==> src/rtl/tsd_pkg.sv <==
// Shared field widths and the table-entry record of the slot demultiplexer.
// Assumes: a slot is always 8 bits wide; the pointer field is 6 bits.
package tsd_pkg;
    localparam int PTR_W   = 6;
    localparam int MASK_W  = 8;
    localparam int ENTRY_W = 2 + PTR_W + MASK_W;
    localparam int POS_W   = $clog2(MASK_W);
    localparam int BASE_W  = 12;
    localparam int ZERO_W  = BASE_W - PTR_W;

    typedef struct packed {
        logic              valid;
        logic              last;
        logic [PTR_W-1:0]  ptr;
        logic [MASK_W-1:0] keep;
    } tsd_entry_t;
endpackage

==> src/rtl/tsd_table.sv <==
// Slot table: DEPTH entries in flops, one synchronous write port, one
// asynchronous read port. Writes are dropped while `lock` is high. A write
// accepted with the pointer MSB set raises `wr_err` in the next cycle.
// Assumes: DEPTH is a power of two.
module tsd_table
    import tsd_pkg::*;
#(
    parameter int DEPTH = 64,
    parameter int AW    = $clog2(DEPTH)
) (
    input  logic          clk,
    input  logic          rst_n,
    input  logic          lock,
    input  logic          wr_en,
    input  logic [AW-1:0] wr_addr,
    input  tsd_entry_t    wr_entry,
    input  logic [AW-1:0] rd_idx,
    output tsd_entry_t    rd_entry,
    output logic          wr_err
);
    tsd_entry_t mem [DEPTH];
    logic       wr_ok;

    // Accept a write only when the sequencer is stopped.
    assign wr_ok = wr_en && !lock;

    // Store entries; reset clears every entry to invalid.
    always_ff @(posedge clk) begin
        if (!rst_n) begin
            for (int i = 0; i < DEPTH; i++) begin
                mem[i] <= '0;
            end
        end else if (wr_ok) begin
            mem[wr_addr] <= wr_entry;
        end
    end

    // Flag an accepted write whose pointer reaches past the 2 KB space.
    always_ff @(posedge clk) begin
        if (!rst_n) wr_err <= 1'b0;
        else        wr_err <= wr_ok && wr_entry.ptr[PTR_W-1];
    end

    // Read the entry for the slot on the line this cycle.
    assign rd_entry = mem[rd_idx];
endmodule

==> src/rtl/tsd_seq.sv <==
// Slot and bit sequencer. It tracks the entry index and bit position of the
// bit on the line. Frame sync forces entry 0, position 0 in its own cycle.
// After the last bit of an entry flagged `last`, the sequencer idles until
// the next frame sync. A sync seen mid-frame sets a sticky error.
// Assumes: `entry_last` is the flag of the entry at `cur_idx`.
module tsd_seq
    import tsd_pkg::*;
#(
    parameter int DEPTH = 64,
    parameter int AW    = $clog2(DEPTH)
) (
    input  logic             clk,
    input  logic             rst_n,
    input  logic             enable,
    input  logic             fsync,
    input  logic             entry_last,
    output logic [AW-1:0]    cur_idx,
    output logic [POS_W-1:0] cur_pos,
    output logic             cur_act,
    output logic             sync_err
);
    localparam logic [POS_W-1:0] POS_LAST = POS_W'(MASK_W - 1);

    logic             running;
    logic [AW-1:0]    idx_q;
    logic [POS_W-1:0] pos_q;

    // Effective position this cycle: a frame sync overrides the counters.
    always_comb begin
        cur_act = enable && (fsync || running);
        cur_idx = fsync ? '0 : idx_q;
        cur_pos = fsync ? '0 : pos_q;
    end

    // Advance the bit and slot counters, and stop after a last-slot entry.
    always_ff @(posedge clk) begin
        if (!rst_n || !enable) begin
            running <= 1'b0;
            idx_q   <= '0;
            pos_q   <= '0;
        end else if (cur_act) begin
            if (cur_pos == POS_LAST) begin
                pos_q   <= '0;
                running <= !entry_last;
                idx_q   <= entry_last ? '0 : cur_idx + 1'b1;
            end else begin
                pos_q   <= cur_pos + 1'b1;
                idx_q   <= cur_idx;
                running <= 1'b1;
            end
        end
    end

    // Record a frame sync that lands inside an unfinished frame.
    always_ff @(posedge clk) begin
        if (!rst_n)                          sync_err <= 1'b0;
        else if (enable && fsync && running) sync_err <= 1'b1;
    end
endmodule

==> src/rtl/tsd_emit.sv <==
// Bit selector. It applies the valid flag and the keep mask of the current
// entry, and forms the delivered bit, its position and the channel base
// address. Purely combinational, so a bit leaves in its arrival cycle.
// Assumes: mask bit (MASK_W-1-p) belongs to bit position p.
module tsd_emit
    import tsd_pkg::*;
(
    input  logic              act,
    input  tsd_entry_t        entry,
    input  logic [POS_W-1:0]  pos,
    input  logic              rx_bit,
    output logic              out_valid,
    output logic              out_bit,
    output logic [POS_W-1:0]  out_pos,
    output logic [BASE_W-1:0] out_base
);
    logic keep_bit;

    // Pick the mask bit for this position (first bit uses the mask MSB).
    assign keep_bit = entry.keep[POS_W'(MASK_W - 1) - pos];

    // Drive the strobe and its payload.
    always_comb begin
        out_valid = act && entry.valid && keep_bit;
        out_bit   = rx_bit;
        out_pos   = pos;
        out_base  = {entry.ptr, {ZERO_W{1'b0}}};
    end
endmodule

==> src/rtl/tdm_rx_slot_demux.sv <==
// Top of the TDM receive slot demultiplexer: table, sequencer and bit
// selector. One line bit per clock. Table writes are accepted only while
// `enable` is low.
// Assumes: DEPTH is a power of two; fsync is high during the first bit.
module tdm_rx_slot_demux
    import tsd_pkg::*;
#(
    parameter int DEPTH = 64,
    parameter int AW    = $clog2(DEPTH)
) (
    input  logic              clk,
    input  logic              rst_n,
    input  logic              enable,
    input  logic              fsync,
    input  logic              rx_bit,
    input  logic              wr_en,
    input  logic [AW-1:0]     wr_addr,
    input  logic [ENTRY_W-1:0] wr_data,
    output logic              wr_err,
    output logic              out_valid,
    output logic              out_bit,
    output logic [POS_W-1:0]  out_pos,
    output logic [BASE_W-1:0] out_base,
    output logic              sync_err
);
    tsd_entry_t       entry;
    logic [AW-1:0]    idx;
    logic [POS_W-1:0] pos;
    logic             act;

    tsd_table #(.DEPTH(DEPTH), .AW(AW)) u_table (
        .clk      (clk),
        .rst_n    (rst_n),
        .lock     (enable),
        .wr_en    (wr_en),
        .wr_addr  (wr_addr),
        .wr_entry (tsd_entry_t'(wr_data)),
        .rd_idx   (idx),
        .rd_entry (entry),
        .wr_err   (wr_err)
    );

    tsd_seq #(.DEPTH(DEPTH), .AW(AW)) u_seq (
        .clk        (clk),
        .rst_n      (rst_n),
        .enable     (enable),
        .fsync      (fsync),
        .entry_last (entry.last),
        .cur_idx    (idx),
        .cur_pos    (pos),
        .cur_act    (act),
        .sync_err   (sync_err)
    );

    tsd_emit u_emit (
        .act       (act),
        .entry     (entry),
        .pos       (pos),
        .rx_bit    (rx_bit),
        .out_valid (out_valid),
        .out_bit   (out_bit),
        .out_pos   (out_pos),
        .out_base  (out_base)
    );
endmodule

==> config.mk <==
export PLATFORM = sky130hd
export DESIGN_NAME = tdm_rx_slot_demux
export DESIGN_NICKNAME = d
export VERILOG_FILES = /design/src/rtl/tsd_pkg.sv /design/src/rtl/tsd_table.sv /design/src/rtl/tsd_seq.sv /design/src/rtl/tsd_emit.sv /design/src/rtl/tdm_rx_slot_demux.sv
export SDC_FILE = /design/constraint.sdc
export NUM_CORES = 2
export LEC_CHECK = 0
export BUFFER_PORTS_ARGS = -buffer_cell sky130_fd_sc_hd__buf_2
export CORE_ASPECT_RATIO = 1.1
export CORE_UTILIZATION = 40
export DETAILED_ROUTE_END_ITERATION = 8
export HOLD_SLACK_MARGIN = 0.02
export PLACE_DENSITY = 0.56
export SLEW_MARGIN = 30
export SYNTH_ARGS = -nofsm -noshare
export SYNTH_HDL_FRONTEND = slang
export SYNTH_HIERARCHICAL = 1
export SYNTH_SLANG_ARGS = --single-unit
==> constraint.sdc <==
create_clock -name clk -period 7.6 [get_ports clk]
set_input_delay 0.38 -clock clk [delete_from_list [all_inputs] [get_ports clk]]
set_output_delay 0.38 -clock clk [all_outputs]
set_load 0.02 [all_outputs]
==> reports/metrics.yaml <==
route:
  drt_first_pass_iters: 6
  vias_per_cell: 5.62
  drt-wirelength-per-cell_um: 27.7
  ant_nets: 0
  drtIter0Drc: 2655
  drc: 0
  vias: 26400
  wl_um: 130000
floorplan:
  io_pins: 47
  die_h_um: 364
  die-area_um2: 121000
  rows: 132
  fp.dieW_um: 332
  start_util: 0.405
  core_region_area_um2: 118000
timing:
  setup_tns_ps: 0
  clock_skew_ps: 16.0
  post-route-min-period_ps: 5550
  tightest_slew_ps: 1010
  slew_violations: 0
  rsz0062_at_grt: "no"
  slew_headroom: 0.322
  final_hold_viol_count: 0
  fmax_mhz: 180
  finalCritPeriodShare: 0.730
  setup_viol_count_final: 0
cts:
  hold_buffers: 0
  cts_tree: "yes"
  cts_setup_buffers: 0
  insertion_delay_ps: 680
  ctsResizeCount: 0
  cts.sink_count: 1036
  cts_buffer_depth: 3
  root_buffer: "clkbuf_16"
  numCtsBuffers: 106
  cts_max_level: 3
  clkSlewWorstSetupHoldPaths_ps: 60
grt:
  grt_remaining_overflow: 0
  track_usage: 0.215
  antenna_found_initial: 4
  grt_pass1_wl_um: 190000
  grt_pass1_vias: 27300
  grt_max_degree: 135
pwr:
  p_leak_nw: 17.5
  internal_power_mw: 9.68
  seq_power_share: 0.538
  powerDensity_nw_per_um2: 233
  swShare: 0.215
  switching_power_mw: 2.65
  clkPwrFrac: 0.419
  p_comb_frac: 0.043
  ir_drop_uv: 173
critical_path:
  r2r_slack_ps: 3170
  r2r_cells: 10
  cp_max_fo: 80
  worst-endpoint-arrival_ps: 5170
  crit_path_end_kind: "primary output"
  r2r-start: "u_seq/idx_q[1]$_SDFFE_PP0P_"
  startpoint: "u_seq/idx_q[1]$_SDFFE_PP0P_"
  start_kind: "flop"
  crit_type: "flop to primary output"
  required_ps: 7220
  r2r-end: "u_seq/idx_q[5]$_SDFFE_PP0P_"
synthesis:
  synth-edff-count: 1024
  async_flop_share: 0
  synth.yosys.warnings: 6
  synthSimpleGateAreaFrac: 0.155
  synth_top_family_by_area: "simple AND/OR/NAND/NOR gates"
  synthAdderAreaFrac: 0.000786
  ys.flop_type: "edfxtp_1"
  synth.area.mux_share: 0.133
  syn_area_per_cell_um2: 15.4
  synth_xor_area_frac: 0.000183
  syn_inst: 3106
  synth.distinct_cells: 52
  ys_seq_elements: 1036
  synth_compound_area_frac: 0.0301
  yosysSeqAreaShare: 0.649
  netlist_area_um2: 47800
place:
  place_congestion: 0.896
  port_buffers: 38
  placed_cell_area_um2: 49500
  dp_hpwl_um: 79400
final_layout:
  fill_cells: 10200
  nNetsFinal: 3105
  drive_gt1_frac: 0.198
  area_delta_synth_final_pct: 10.8
  design_area_um2: 52900
  layout_commonest_cell: "and2_1"
  final_cell_mix: "1034 x and2_1, 1024 x edfxtp_1, 235 x mux4_2"
outcome:
  status: "finished clean"
min_path:
  min_to: "u_seq/sync_err$_SDFFE_PN0P_"
  min-delay-start: "enable"
  hold_depth: 3
  min_path_type: "input port to flop"
run:
  maxCapViolations: 0
## final cells by class
type / count / area (µm²) / share of cell area
Multi-Input combinational cell: 1764 / 15400 / 0.291
Sequential cell: 1036 / 31000 / 0.585
Antenna cell: 1 / 2.50 / 0.0000473
Clock buffer: 133 / 2840 / 0.0536
Inverter: 4 / 15.0 / 0.000284
Clock inverter: 60 / 566 / 0.0107
Timing Repair Buffer: 162 / 1190 / 0.0225
Tap cell: 1541 / 1930 / 0.0364
## power by group through the flow
stage	Clock, mW	Sequential, mW	Combinational [mW]
global placement	0	6.74	0.525
detailed placement	0	6.75	0.535
CTS	5.25	6.63	0.536
finish	5.17	6.63	0.532
floorplan	0	6.72	0.295
global route	5.45	6.66	0.558
## metal layers
metal	track usage	vias up	part of all wire
li1	-	11400	-
met3	0.0284	224	0.059
met1	0.276	13800	0.40
met4	0.0784	0	0.036
met2	0.374	987	0.50
met5	0	-	0
## sequential cells by signal, summed over array words and instances, names as in the netlist
| name | count |
|---|---|
| u_seq/sync_err | 1 |
| u_table/mem | 1024 |
| u_seq/idx_q | 6 |
| u_seq/running | 1 |
| u_table/wr_err | 1 |
| u_seq/pos_q | 3 |
## cell usage after synthesis, drive strengths merged, types with 2 or more instances
cell type  instances  area, µm²
a211oi             8       60.1
nand2b             5       31.3
nand2             41        154
a221oi            13        114
o311ai            11       96.3
o221ai             3       26.3
mux2i             34        340
a21oi             27        135
a22oi             50        375
nor3              10       65.1
nor2              84        315
a22o              13        114
a31oi              3       18.8
inv                4       15.0
nor2b             20        133
ha                 3       37.5
edfxtp          1024      30700
and2b              2       15.0
dfxtp             12        240
or3               10       62.6
buf              102        785
nand3              4       20.0
clkbuf           205        769
mux4             254       5790
nand3b             4       30.0
mux2              18        203
o22ai             16        100
nand4              4       40.0
or4                2       15.0
o21ai             74        370
and2            1036       6480
## stage by stage
| step | util | setup slack [ps] | total power, mW | hold WS (ps) | instances |
|---|---|---|---|---|---|
| after floorplan | - | 4200 | 7.01 | 427 | 3111 |
| after global placement | 0.418 | 2650 | 7.26 | 435 | 4506 |
| after detailed placement | 0.419 | 2650 | 7.29 | 441 | 4506 |
| after CTS | 0.448 | 2130 | 12.4 | 82.2 | 4699 |
| after global routing | 0.448 | 1890 | 12.7 | 144 | 4700 |
| final | 0.448 | 2050 | 12.3 | 89.0 | 4701 |
## worst max path at each step
| stage | to | slack [ps] | cells past startpoint |
|---|---|---|---|
| after floorplan | out_valid | 4200 | 14 |
| after global placement | out_valid | 2650 | 11 |
| after detailed placement | out_valid | 2650 | 11 |
| after CTS | out_valid | 2130 | 10 |
| after global routing | out_valid | 1890 | 11 |
| final | out_valid | 2050 | 11 |
## critical path, stage by stage (launching register included)
cell and delay, ps:
dfxtp_1 390, nor2b_4 470, buf_12 400, buf_16 500, mux4_2 580, a22o_1 260, a221oi_1 570, o311ai_1 150
mux4_1 540, nor2_1 130, a311oi_1 150, buf_2 280
## logic make-up (layout without fill, tap and decap cells)
| kind of cell | count (synthesis) | in the layout |
|---|---|---|
| other cells | 1 | 7 |
| compound gates | 221 | 221 |
| xor+xnor | 1 | 1 |
| flops | 1036 | 1036 |
| simple gates | 1227 | 1227 |
| mux | 306 | 306 |
| fa+ha+maj | 3 | 3 |
| buf+inv | 311 | 359 |
No activity file was read; power rests on OpenSTA's default activity.
